<file path="src/rtl/chain_alu_pkg.sv">
package chain_alu_pkg;

    typedef enum logic [2:0] {
        OP_ADD = 3'd0,
        OP_ADC = 3'd1,
        OP_SUB = 3'd2,
        OP_SBC = 3'd3,
        OP_CMP = 3'd4,
        OP_CPC = 3'd5
    } alu_op_e;

    typedef struct packed {
        logic s;
        logic v;
        logic n;
        logic z;
        logic c;
    } alu_flags_t;

endpackage

</file>
<file path="src/rtl/alu_op_decode.sv">
module alu_op_decode
    import chain_alu_pkg::*;
(
    input  logic [2:0] code,
    output logic       legal,
    output logic       is_sub,
    output logic       use_cin,
    output logic       chain_z,
    output logic       writes
);

    always_comb begin
        legal   = 1'b1;
        is_sub  = 1'b0;
        use_cin = 1'b0;
        chain_z = 1'b0;
        writes  = 1'b1;
        unique case (code)
            OP_ADD: ;
            OP_ADC: use_cin = 1'b1;
            OP_SUB: is_sub  = 1'b1;
            OP_SBC: begin
                is_sub  = 1'b1;
                use_cin = 1'b1;
                chain_z = 1'b1;
            end
            OP_CMP: begin
                is_sub = 1'b1;
                writes = 1'b0;
            end
            OP_CPC: begin
                is_sub  = 1'b1;
                use_cin = 1'b1;
                chain_z = 1'b1;
                writes  = 1'b0;
            end
            default: begin
                legal  = 1'b0;
                writes = 1'b0;
            end
        endcase
    end

endmodule

</file>
<file path="src/rtl/alu_chain_adder.sv">
module alu_chain_adder #(
    parameter int W = 8
) (
    input  logic [W-1:0] a,
    input  logic [W-1:0] b,
    input  logic         cin,
    input  logic         sub,
    output logic [W-1:0] sum,
    output logic         cout,
    output logic         ovf
);

    logic [W:0]   cy;
    logic [W-1:0] bx;

    assign bx    = sub ? ~b : b;
    assign cy[0] = sub ? ~cin : cin;

    generate
        for (genvar i = 0; i < W; i++) begin : g_bit
            assign sum[i]  = a[i] ^ bx[i] ^ cy[i];
            assign cy[i+1] = (a[i] & bx[i]) | (cy[i] & (a[i] ^ bx[i]));
        end
    endgenerate

    assign cout = sub ? ~cy[W] : cy[W];
    assign ovf  = cy[W] ^ cy[W-1];

endmodule

</file>
<file path="src/rtl/alu_flag_gen.sv">
module alu_flag_gen
    import chain_alu_pkg::*;
#(
    parameter int W = 8
) (
    input  logic [W-1:0] sum,
    input  logic         cout,
    input  logic         ovf,
    input  logic         chain_z,
    input  logic         z_prev,
    output alu_flags_t   flags
);

    logic byte_zero;
    assign byte_zero = (sum == '0);

    always_comb begin
        flags.c = cout;
        flags.z = byte_zero & (chain_z ? z_prev : 1'b1);
        flags.n = sum[W-1];
        flags.v = ovf;
        flags.s = sum[W-1] ^ ovf;
    end

endmodule

</file>
<file path="src/rtl/chain_alu.sv">
module chain_alu
    import chain_alu_pkg::*;
#(
    parameter int DATA_W = 8
) (
    input  logic              clk,
    input  logic              rst_n,
    input  logic              op_valid,
    input  logic [2:0]        op_code,
    input  logic              use_imm,
    input  logic [DATA_W-1:0] src_a,
    input  logic [DATA_W-1:0] src_b,
    input  logic [DATA_W-1:0] imm_val,
    input  logic              carry_in,
    input  logic              zero_in,
    output logic [DATA_W-1:0] result,
    output logic              result_we,
    output logic [4:0]        flags_out,
    output logic              result_valid
);

    localparam int FLAG_W = $bits(alu_flags_t);

    logic              legal, is_sub, use_cin, chain_z, writes;
    logic [DATA_W-1:0] opnd_b, sum;
    logic              cout, ovf, cin_eff;
    alu_flags_t        next_flags;
    alu_flags_t        flags_q;
    alu_op_e           op_q;
    logic              zin_q;
    logic              accept;

    alu_op_decode u_dec (
        .code    (op_code),
        .legal   (legal),
        .is_sub  (is_sub),
        .use_cin (use_cin),
        .chain_z (chain_z),
        .writes  (writes)
    );

    assign opnd_b  = use_imm ? imm_val : src_b;
    assign cin_eff = use_cin & carry_in;

    alu_chain_adder #(.W(DATA_W)) u_add (
        .a    (src_a),
        .b    (opnd_b),
        .cin  (cin_eff),
        .sub  (is_sub),
        .sum  (sum),
        .cout (cout),
        .ovf  (ovf)
    );

    alu_flag_gen #(.W(DATA_W)) u_flg (
        .sum     (sum),
        .cout    (cout),
        .ovf     (ovf),
        .chain_z (chain_z),
        .z_prev  (zero_in),
        .flags   (next_flags)
    );

    assign accept = op_valid & legal;

    always_ff @(posedge clk or negedge rst_n) begin
        if (!rst_n) begin
            result_valid <= 1'b0;
            result_we    <= 1'b0;
            result       <= '0;
            flags_q      <= '0;
            op_q         <= OP_ADD;
            zin_q        <= 1'b0;
        end else begin
            result_valid <= accept;
            result_we    <= accept & writes;
            if (accept) begin
                result  <= sum;
                flags_q <= next_flags;
                op_q    <= alu_op_e'(op_code);
                zin_q   <= zero_in;
            end
        end
    end

    assign flags_out = FLAG_W'(flags_q);

    AST_CMP_NO_WRITE: assert property (@(posedge clk) disable iff (!rst_n)
        (result_valid && (op_q == OP_CMP || op_q == OP_CPC)) |-> !result_we);

    AST_CHAIN_Z_STICKY: assert property (@(posedge clk) disable iff (!rst_n)
        (result_valid && (op_q == OP_SBC || op_q == OP_CPC) && !zin_q) |-> !flags_out[1]);

    AST_NEG_IS_MSB: assert property (@(posedge clk) disable iff (!rst_n)
        result_valid |-> (flags_out[2] == result[DATA_W-1]));

    AST_IDLE_NO_WRITE: assert property (@(posedge clk) disable iff (!rst_n)
        !result_valid |-> !result_we);

    AST_ILLEGAL_HOLD: assert property (@(posedge clk) disable iff (!rst_n)
        (op_valid && !legal) |=> (!result_valid && $stable(flags_out) && $stable(result)));

endmodule

</file>
<file path="config.mk">
export PLATFORM = sky130hd
export DESIGN_NAME = chain_alu
export DESIGN_NICKNAME = d
export VERILOG_FILES = /design/src/rtl/chain_alu_pkg.sv /design/src/rtl/alu_op_decode.sv /design/src/rtl/alu_chain_adder.sv /design/src/rtl/alu_flag_gen.sv /design/src/rtl/chain_alu.sv
export SDC_FILE = /design/constraint.sdc
export NUM_CORES = 1
export LEC_CHECK = 0
export BUFFER_PORTS_ARGS = -buffer_cell sky130_fd_sc_hd__buf_2
export CAP_MARGIN = 20
export CORE_MARGIN = 4
export CORE_UTILIZATION = 47
export CTS_CLUSTER_DIAMETER = 30
export DETAILED_ROUTE_END_ITERATION = 12
export PLACE_DENSITY = 0.75
export SETUP_SLACK_MARGIN = 0.3
export SLEW_MARGIN = 0
export SYNTH_ARGS = -nofsm -noshare
export SYNTH_HDL_FRONTEND = slang
export SYNTH_HIERARCHICAL = 1
export SYNTH_SLANG_ARGS = --single-unit
</file>
<file path="constraint.sdc">
create_clock -name clk -period 0.89 [get_ports clk]
set_input_delay 0.0445 -clock clk [delete_from_list [all_inputs] [get_ports clk]]
set_output_delay 0.0445 -clock clk [all_outputs]
set_load 0.01 [all_outputs]
</file>
# After elaboration in Yosys (flattened, before gate mapping)
# Index checks and enable logic that the tools add are counted.
dict set report word_totals {
  word_cells 79
  in_bits 33
  out_inout_bits 15
  ff_bits 15
}
dict set report op_classes {
  reduce_logical 7
  mux 10
  eq_ne 5
  n_bitwise 49
}
# cell n
set ops {}
lappend ops {{$and 1x1->1} 20}
lappend ops {{$xor 1x1->1} 18}
lappend ops {{$mux 8} 2}
lappend ops {{$logic_not 8->1} 1}
lappend ops {{$mux 1} 8}
lappend ops {{$not 8->8} 1}
lappend ops {{$or 1x1->1} 8}
lappend ops {{$reduce_or 4->1} 2}
lappend ops {{$eq 3x2->1 const B} 2}
lappend ops {{$eq 3x3->1 const B} 2}
lappend ops {{$reduce_or 6->1} 1}
lappend ops {{$eq 3x1->1 const B} 1}
lappend ops {{$logic_not 3->1} 1}
lappend ops {{$reduce_or 3->1} 1}
lappend ops {{$not 1->1} 2}
lappend ops {{$reduce_or 2->1} 1}

# Logic depth before layout (Yosys ltp)
# Gate-level depths: netlist of run 1.
dict set report logic_depth {
  ltp_word 24
  mapped_depth 17
  ltp_nobuf 17
}

# By module
# The synthesis of run 1 kept the hierarchy.
# module area_per_inst_um2 instances cells_per_inst
set modules_own_cells {}
lappend modules_own_cells {chain_alu 684.4 1 42}
lappend modules_own_cells {alu_chain_adder 324.1 1 35}
lappend modules_own_cells {alu_flag_gen 56.3 1 8}
lappend modules_own_cells {alu_op_decode 28.8 1 5}

# Worst setup path before layout of run 1
# OpenSTA, ideal clock, no wires.
dict set report synth_path {
  path_kind {input-to-reg}
  from {input use_imm}
  to {register flags_q, in the netlist flags_out[1]}
  stages 16
  setup_slack_ns -3.500
  arrival_ns 4.265
  setup_time_ns 0.125
  required_ns 0.765
  n_path_buf 1
  cell_sequence {buf_2 mux2_2 xor2_1 fa_1 inv_1 fa_1 fa_1 fa_1 fa_1 fa_1 fa_1 fa_1 inv_1 nor4_1 and3_1 mux2_4}
}
# element line_no
set synth_lines {}
lappend synth_lines {{start, declared} chain_alu.sv:10} ;# input logic use_imm,
lappend synth_lines {{end signal, assigned} chain_alu.sv:79} ;# flags_q <= next_flags;
lappend synth_lines {{end, declared} chain_alu.sv:28} ;# alu_flags_t flags_q;

==> flow_metrics.py, run 1 <==
metrics = {
    "outcome": {
        "status": "finished, violations left",
        "violations": "negative setup slack",
    },
    "logic_synthesis": {
        "yosys-top-cells-area": "dfrtp_1 34%, fa_1 15%, mux2_4 12%, mux2_2 12%, xnor2_1 6.4%",
        "synth.avg_cell_area_sq_um": 12.15,
        "synth_edf_count": 0,
        "syn_nets": 131,
        "async_reset_ff_share_pct": 100.0,
        "yosysTopAreaCellShare_pct": 34.32,
        "yosysSeqAreaShare_pct": 34.32,
        "synth_cell_types": 16,
        "synthCells": 90,
        "syn_area_sq_um": 1094,
        "ys_warn_count": 6,
        "synth_flop_cell": "dfrtp_1",
        "yosysTopAreaCell": "dfrtp_1",
        "ys_ff_latch": 15,
    },
    "timing": {
        "slew_headroom_pct": 76.66,
        "fin_crit_ps": 3843,
        "timing.final.hold_violations": 0,
        "fmax_ghz": 0.2602,
        "grt_setup_unrepaired": "true",
        "timing.final.ws_setup_ps": -2953,
        "clock_skew_ps": 0,
        "worst_pin_slew_ps": 346.9,
        "finalSetupViolCount": 13,
        "finalSetupTns_ps": -27710,
        "final_max_slew_viol_count": 0,
        "min_period_over_period_pct": 431.8,
    },
    "worst_setup_path": {
        "slowest_stage": "fa_2",
        "slowest_delay_ps": 530,
        "reg2reg_to": "flags_out[1]",
        "cp_data_arrival_time_ps": 4020,
        "worstSetupEndpoint": "flags_out[4]",
        "critPathLaunch": "op_code[1]",
        "crit_chain": "buf_6 > xor2_2 > buf_6 > buf_4 > buf_4 > xnor2_2 > fa_2 > fa_2 > fa_2 > fa_2 > fa_2 > fa_2 > fa_2 > inv_2 > xor2_1 > mux2_4",
        "crit_fanout": 4,
        "end_kind": "register",
        "r2r_start": "flags_out[1]",
        "crit_top_cell": "fa_2",
        "worstSetupStartpointType": "input pin",
        "path_class": "in2reg",
        "ff2ff_setup_slack_ps": 110,
        "r2r_cells": 1,
        "required_ps": 1070,
    },
    "die": {
        "die_h_microns": 56.24,
        "core_sq_um": 2212,
        "rows": 17,
        "dieArea_sq_um": 3162,
        "die_w_microns": 56.24,
        "floorplan.initialDensity_pct": 49.43,
        "ios": 48,
    },
    "placed_design": {
        "dpl.cell_count": 175,
        "io_buffers": 47,
        "placed_area_sq_um": 1478,
        "hpwl_mm": 1.988,
        "place.gp.congestion": 0.7193,
    },
    "global_route": {
        "antenna_found_initial": 0,
        "grt_pass1_wl_mm": 4.015,
        "grt_pass1_vias": 924,
        "grt_start_max_net_pins": 16,
        "gr-total-overflow": 0,
        "grt.total_usage_pct": 16.28,
    },
    "layout": {
        "fin_util_pct": 73.93,
        "area_delta_synth_final_pct": 49.54,
        "postLayoutCellArea_sq_um": 1635,
        "drive_gt1_share_pct": 74.68,
        "layout.cells.non_filler": 182,
        "num_antenna_cells": 0,
        "nets": 196,
    },
    "power_and_ir_drop": {
        "combPwrFrac_pct": 58.8,
        "p_switching_uw": 1252,
        "clkPwrFrac_pct": 10.7,
        "p_per_area_nw_per_um2": 2221,
        "p_seq_share_pct": 30.5,
        "peakVddDrop_mv": 1.218,
        "p_sw_share_pct": 34.46,
        "p_int_uw": 2381,
        "finalPower_uw": 3632,
        "p_leak_uw": 0.0008465,
    },
    "route": {
        "wl_per_cell_microns": 13.64,
        "drc_errors": 0,
        "dr.pass1.iters": 2,
        "wl_met1_microns": 808,
        "wl_mm": 2.482,
        "vias": 826,
        "drt-vias-per-instance": 4.538,
        "drtIter0Drc": 10,
        "top_layer": "met4",
        "wl_met3_microns": 152,
        "antenna_left": 0,
        "met2WireLength_mm": 1.468,
    },
    "clock_tree": {
        "cts.clk_slew.worst_paths_ps": 100,
        "cts_tree": "done",
        "cts.sink_count": 15,
        "numCtsBuffers": 3,
        "insertion_delay_ps": 280,
        "cts-root-buf": "clkbuf_4",
        "ctsHtreeMaxLevel": 1,
        "clock_path_buffers": 2,
    },
    "worst_hold_path": {
        "hold_path_class": "in2reg",
    },
    "flow_run": {
        "maxCapViolations": 0,
    },
}
## how the worst min path moves through the flow
stage	startpoint	end	slack [ps]	depth (start not counted)
after floorplan	rst_n	flags_out[0]	-250	0
after global placement	rst_n	result[7]	-50	1
after detailed placement	rst_n	flags_out[2]	-40	1
after CTS	op_valid	result_we	20	2
after global routing	op_valid	result_we	40	2
final	op_valid	result_we	30	2
## critical path: cells and delay by family
kind / cells / cell delay, ps
fa+ha+maj: 7 / 2680
xor+xnor: 3 / 460
mux: 1 / 270
buf+inv: 5 / 560
## registers in the layout, summed over array words and instances, names as in the netlist
register,cells
flags_out,5
result,8
result_valid,1
result_we,1
## metal layers
metal	up-vias	global-route usage, %
met1	390	16.99
met4	0	5.085
met5	-	0
li1	400	-
met2	32	32.05
met3	4	3.016
## timing repair
action / in CTS / in global routing
resized for setup: 18 / 8
pin swaps: 6 / 2
setup buffers: 1 / 1
hold buffers: 1 / 0
endpoints found under the hold margin: 15 / 0
setup endpoints to repair: 28 / 28
cloned: 0 / 0
## placed cells by master, fill, tap and decap left out, drive strengths merged
master	instances
and3	2
buf	65
mux2	21
and2	3
clkbuf	3
inv	17
fa	8
xnor2	8
dfrtp	15
xor2	5
clkinv	1
nor4	2
nand2	2
nand2b	1
dlygate4sd3	1
## Yosys cell counts, types with 2 or more instances
library cell / number
inv_1: 17
fa_1: 8
mux2_2: 12
xor2_1: 5
xnor2_1: 8
nor4_1: 2
mux2_4: 9
dfrtp_1: 15
and2_1: 3
buf_4: 3
and3_1: 2
buf_6: 2
## power by group through the flow
| stage | clock, uW | combinational [uW] | sequential, uW |
|---|---|---|---|
| 2_1_floorplan | 0 | 986 | 1240 |
| 3_3_place_gp | 0 | 1770 | 1100 |
| 3_5_place_dp | 0 | 1840 | 1120 |
| 4_1_cts | 402 | 2040 | 1110 |
| 5_1_grt | 425 | 2340 | 1140 |
| 6_report | 389 | 2140 | 1110 |
## metrics by stage
step | hold slack, ps | worst slack, ps
floorplan | -251.1 | -3164
global placement | -47.35 | -3272
detailed placement | -38.45 | -3344
CTS | 22.49 | -2950
global route | 43.56 | -3057
finish | 34.37 | -2953
## area by class of cell
cell class	instances	area (sq um)
fill	159	576.8
clock buffer	3	22.52
clock inverter	1	5.005
sequential	15	375.4
inverter	17	63.81
tap	28	35.03
timing repair buffer	66	441.7
multi-input combinational	52	691.9
## logic make-up (layout without fill, tap and decap cells)
logic type / Yosys count / after routing / share of synthesized area, %
buffers and inverters: 23 / 87 / 10.41
adder cells (fa/ha/maj): 8 / 8 / 14.64
XOR/XNOR: 13 / 13 / 10.41
multiplexers: 21 / 21 / 24.71
flip-flops: 15 / 15 / 34.32
AND/OR/NAND/NOR: 10 / 10 / 5.492
Note: power is estimated with default switching activity, not from simulation.
==> inputs of run 2 (changes only) <==
--- a/config.mk
+++ b/config.mk
@@ -7,6 +7,7 @@
 export LEC_CHECK = 0
 export BUFFER_PORTS_ARGS = -buffer_cell sky130_fd_sc_hd__buf_2
 export CAP_MARGIN = 20
+export CORE_ASPECT_RATIO = 1.75
 export CORE_MARGIN = 4
 export CORE_UTILIZATION = 47
 export CTS_CLUSTER_DIAMETER = 30
==> flow_metrics.py, run 2 (synthesized netlist as in run 1, its figures left out) <==
metrics = {
    "layout": {
        "drive_gt1_share_pct": 74.68,
        "final_common_cell": "buf_2",
        "max_flop_register": "result",
        "nFillCells": 148,
        "num_antenna_cells": 0,
        "area_delta_synth_final_pct": 50.92,
        "layout_common_cells": "44 x buf_2, 15 x dfrtp_1, 11 x mux2_4, 10 x mux2_2",
        "fin_util_pct": 76.86,
        "nets": 196,
        "largest_reg_flops": 8,
    },
    "die": {
        "dieArea_sq_um": 3193,
        "floorplan.initialDensity_pct": 50.93,
        "core_sq_um": 2147,
        "ios": 48,
        "rows": 22,
        "die_w_microns": 44.46,
        "die_h_microns": 71.81,
    },
    "placed_design": {
        "place_ws_ps": -3406,
        "io_buffers": 47,
        "hpwl_mm": 1.892,
        "place.gp.congestion": 0.7118,
    },
    "timing": {
        "timing.final.hold_violations": 0,
        "final_max_slew_viol_count": 0,
        "fmax_ghz": 0.2590,
        "timing.final.ws_setup_ps": -2971,
        "min_period_over_period_pct": 433.9,
        "slew_headroom_pct": 78.54,
        "fin_crit_ps": 3861,
        "worst_pin_slew_ps": 321.8,
        "finalSetupViolCount": 13,
        "grt_setup_unrepaired": "true",
        "clock_skew_ps": 0,
    },
    "clock_tree": {
        "ctsHtreeMaxLevel": 1,
        "clock_path_buffers": 2,
        "insertion_delay_ps": 280,
        "cts.clk_slew.worst_paths_ps": 90,
        "cts_tree": "done",
        "cts.sink_count": 15,
        "numCtsBuffers": 3,
        "cts-root-buf": "clkbuf_4",
    },
    "worst_setup_path": {
        "path_class": "in2reg",
        "slowest_stage": "fa_2",
        "end_kind": "register",
        "critPathBufInv": 3,
        "reg2reg_to": "flags_out[0]",
        "crit_top_cell": "fa_2",
        "critPathTopFamily": "adder cells",
        "crit_chain": "buf_8 > nand2_4 > and2_4 > and2_4 > xor2_2 > fa_2 > inv_2 > fa_2 > fa_2 > fa_2 > fa_2 > fa_2 > fa_2 > fa_2 > inv_2 > xor2_1 > mux2_4",
        "required_ps": 1060,
        "ff2ff_setup_slack_ps": 110,
        "crit_fanout": 3,
        "worstSetupStartpointType": "input pin",
        "cp_data_arrival_time_ps": 4030,
        "r2r_cells": 1,
        "r2r_start": "flags_out[0]",
        "slowest_delay_ps": 540,
    },
    "global_route": {
        "grt_pass1_vias": 905,
        "antenna_found_initial": 0,
        "grt_start_max_net_pins": 16,
        "grt.total_usage_pct": 16.59,
        "gr-total-overflow": 0,
        "grt_pass1_wl_mm": 3.939,
    },
    "route": {
        "wl_mm": 2.477,
        "antenna_left": 0,
        "vias": 859,
        "drt-vias-per-instance": 4.826,
        "drtIter0Drc": 1,
        "drc_errors": 0,
        "dr.pass1.iters": 2,
        "wl_per_cell_microns": 13.92,
    },
    "flow_run": {
        "maxCapViolations": 0,
    },
    "power_and_ir_drop": {
        "peakVddDrop_mv": 1.146,
        "p_per_area_nw_per_um2": 2188,
        "p_leak_uw": 0.0008559,
    },
    "outcome": {
        "violations": "negative setup slack",
        "status": "finished, violations left",
    },
    "worst_hold_path": {
        "whs_path_depth": 2,
        "min_to": "result_we",
        "hold_path_class": "in2reg",
        "min-delay-start": "op_valid",
    },
}
==> run 2: cell counts in the layout (fill, tap and decap cells not counted) <==
No cell type changed its count.
==> run 2: layer usage <==
layer	part of all wire [%]	up-vias	global-route usage, %
li1	-	403	-
met1	29	409	16.80
met2	61	37	31.36
met3	5.9	10	1.759
met4	4.0	0	8.054
met5	0	-	0
==> run 2: worst max-delay path by stage <==
stage	start	end	slack, ps	cells after the start
6_report	op_code[1]	flags_out[4]	-2970	17
5_1_grt	op_code[1]	flags_out[4]	-3030	17
4_1_cts	use_imm	flags_out[4]	-2910	15
3_5_place_dp	op_code[2]	flags_out[1]	-3410	17
3_3_place_gp	op_code[2]	flags_out[1]	-3370	17
2_1_floorplan	use_imm	flags_out[4]	-3160	15
==> run 2: stage by stage <==
step | setup TNS (ps) | cell area (sq um) | cells | hold slack, ps | total power [uW]
CTS | -27310 | 1609 | 177 | 68.44 | 3568
global route | -28600 | 1650 | 178 | 48.77 | 3891
floorplan | -29590 | 1135 | 90 | -251.1 | 2227
global placement | -32070 | 1485 | 171 | -51.21 | 2903
finish | -27930 | 1650 | 178 | 71.33 | 3611
detailed placement | -32950 | 1485 | 171 | -41.20 | 2960
==> run 2: final cells by class <==
| type | count | area [sq um] | area share, % |
|---|---|---|---|
| multi-input combinational | 52 | 691.9 | 41.93 |
| timing repair buffer | 66 | 461.7 | 27.98 |
| sequential | 15 | 375.4 | 22.74 |
| inverter | 17 | 63.81 | 3.867 |
| tap | 24 | 30.03 | 1.820 |
| clock buffer | 3 | 22.52 | 1.365 |
| clock inverter | 1 | 5.005 | 0.3033 |
==> run 2: repair_timing <==
item                                   4_1_cts  5_1_grt
pin swaps                                    5        0
endpoints found under the hold margin       15        0
resized for setup                           22        7
setup endpoints to repair                   28       28
setup buffers                                1        1
hold buffers                                 1        0
==> run 2: where the power goes <==
| part | internal, uW | total [uW] | leakage [uW] | switching [uW] |
|---|---|---|---|---|
| registers | 958 | 1100 | 0.000180 | 142 |
| logic | 1260 | 2140 | 0.000658 | 878 |
| clock network | 166 | 371 | 0.0000177 | 204 |
| total | 2390 | 3610 | 0.000856 | 1220 |
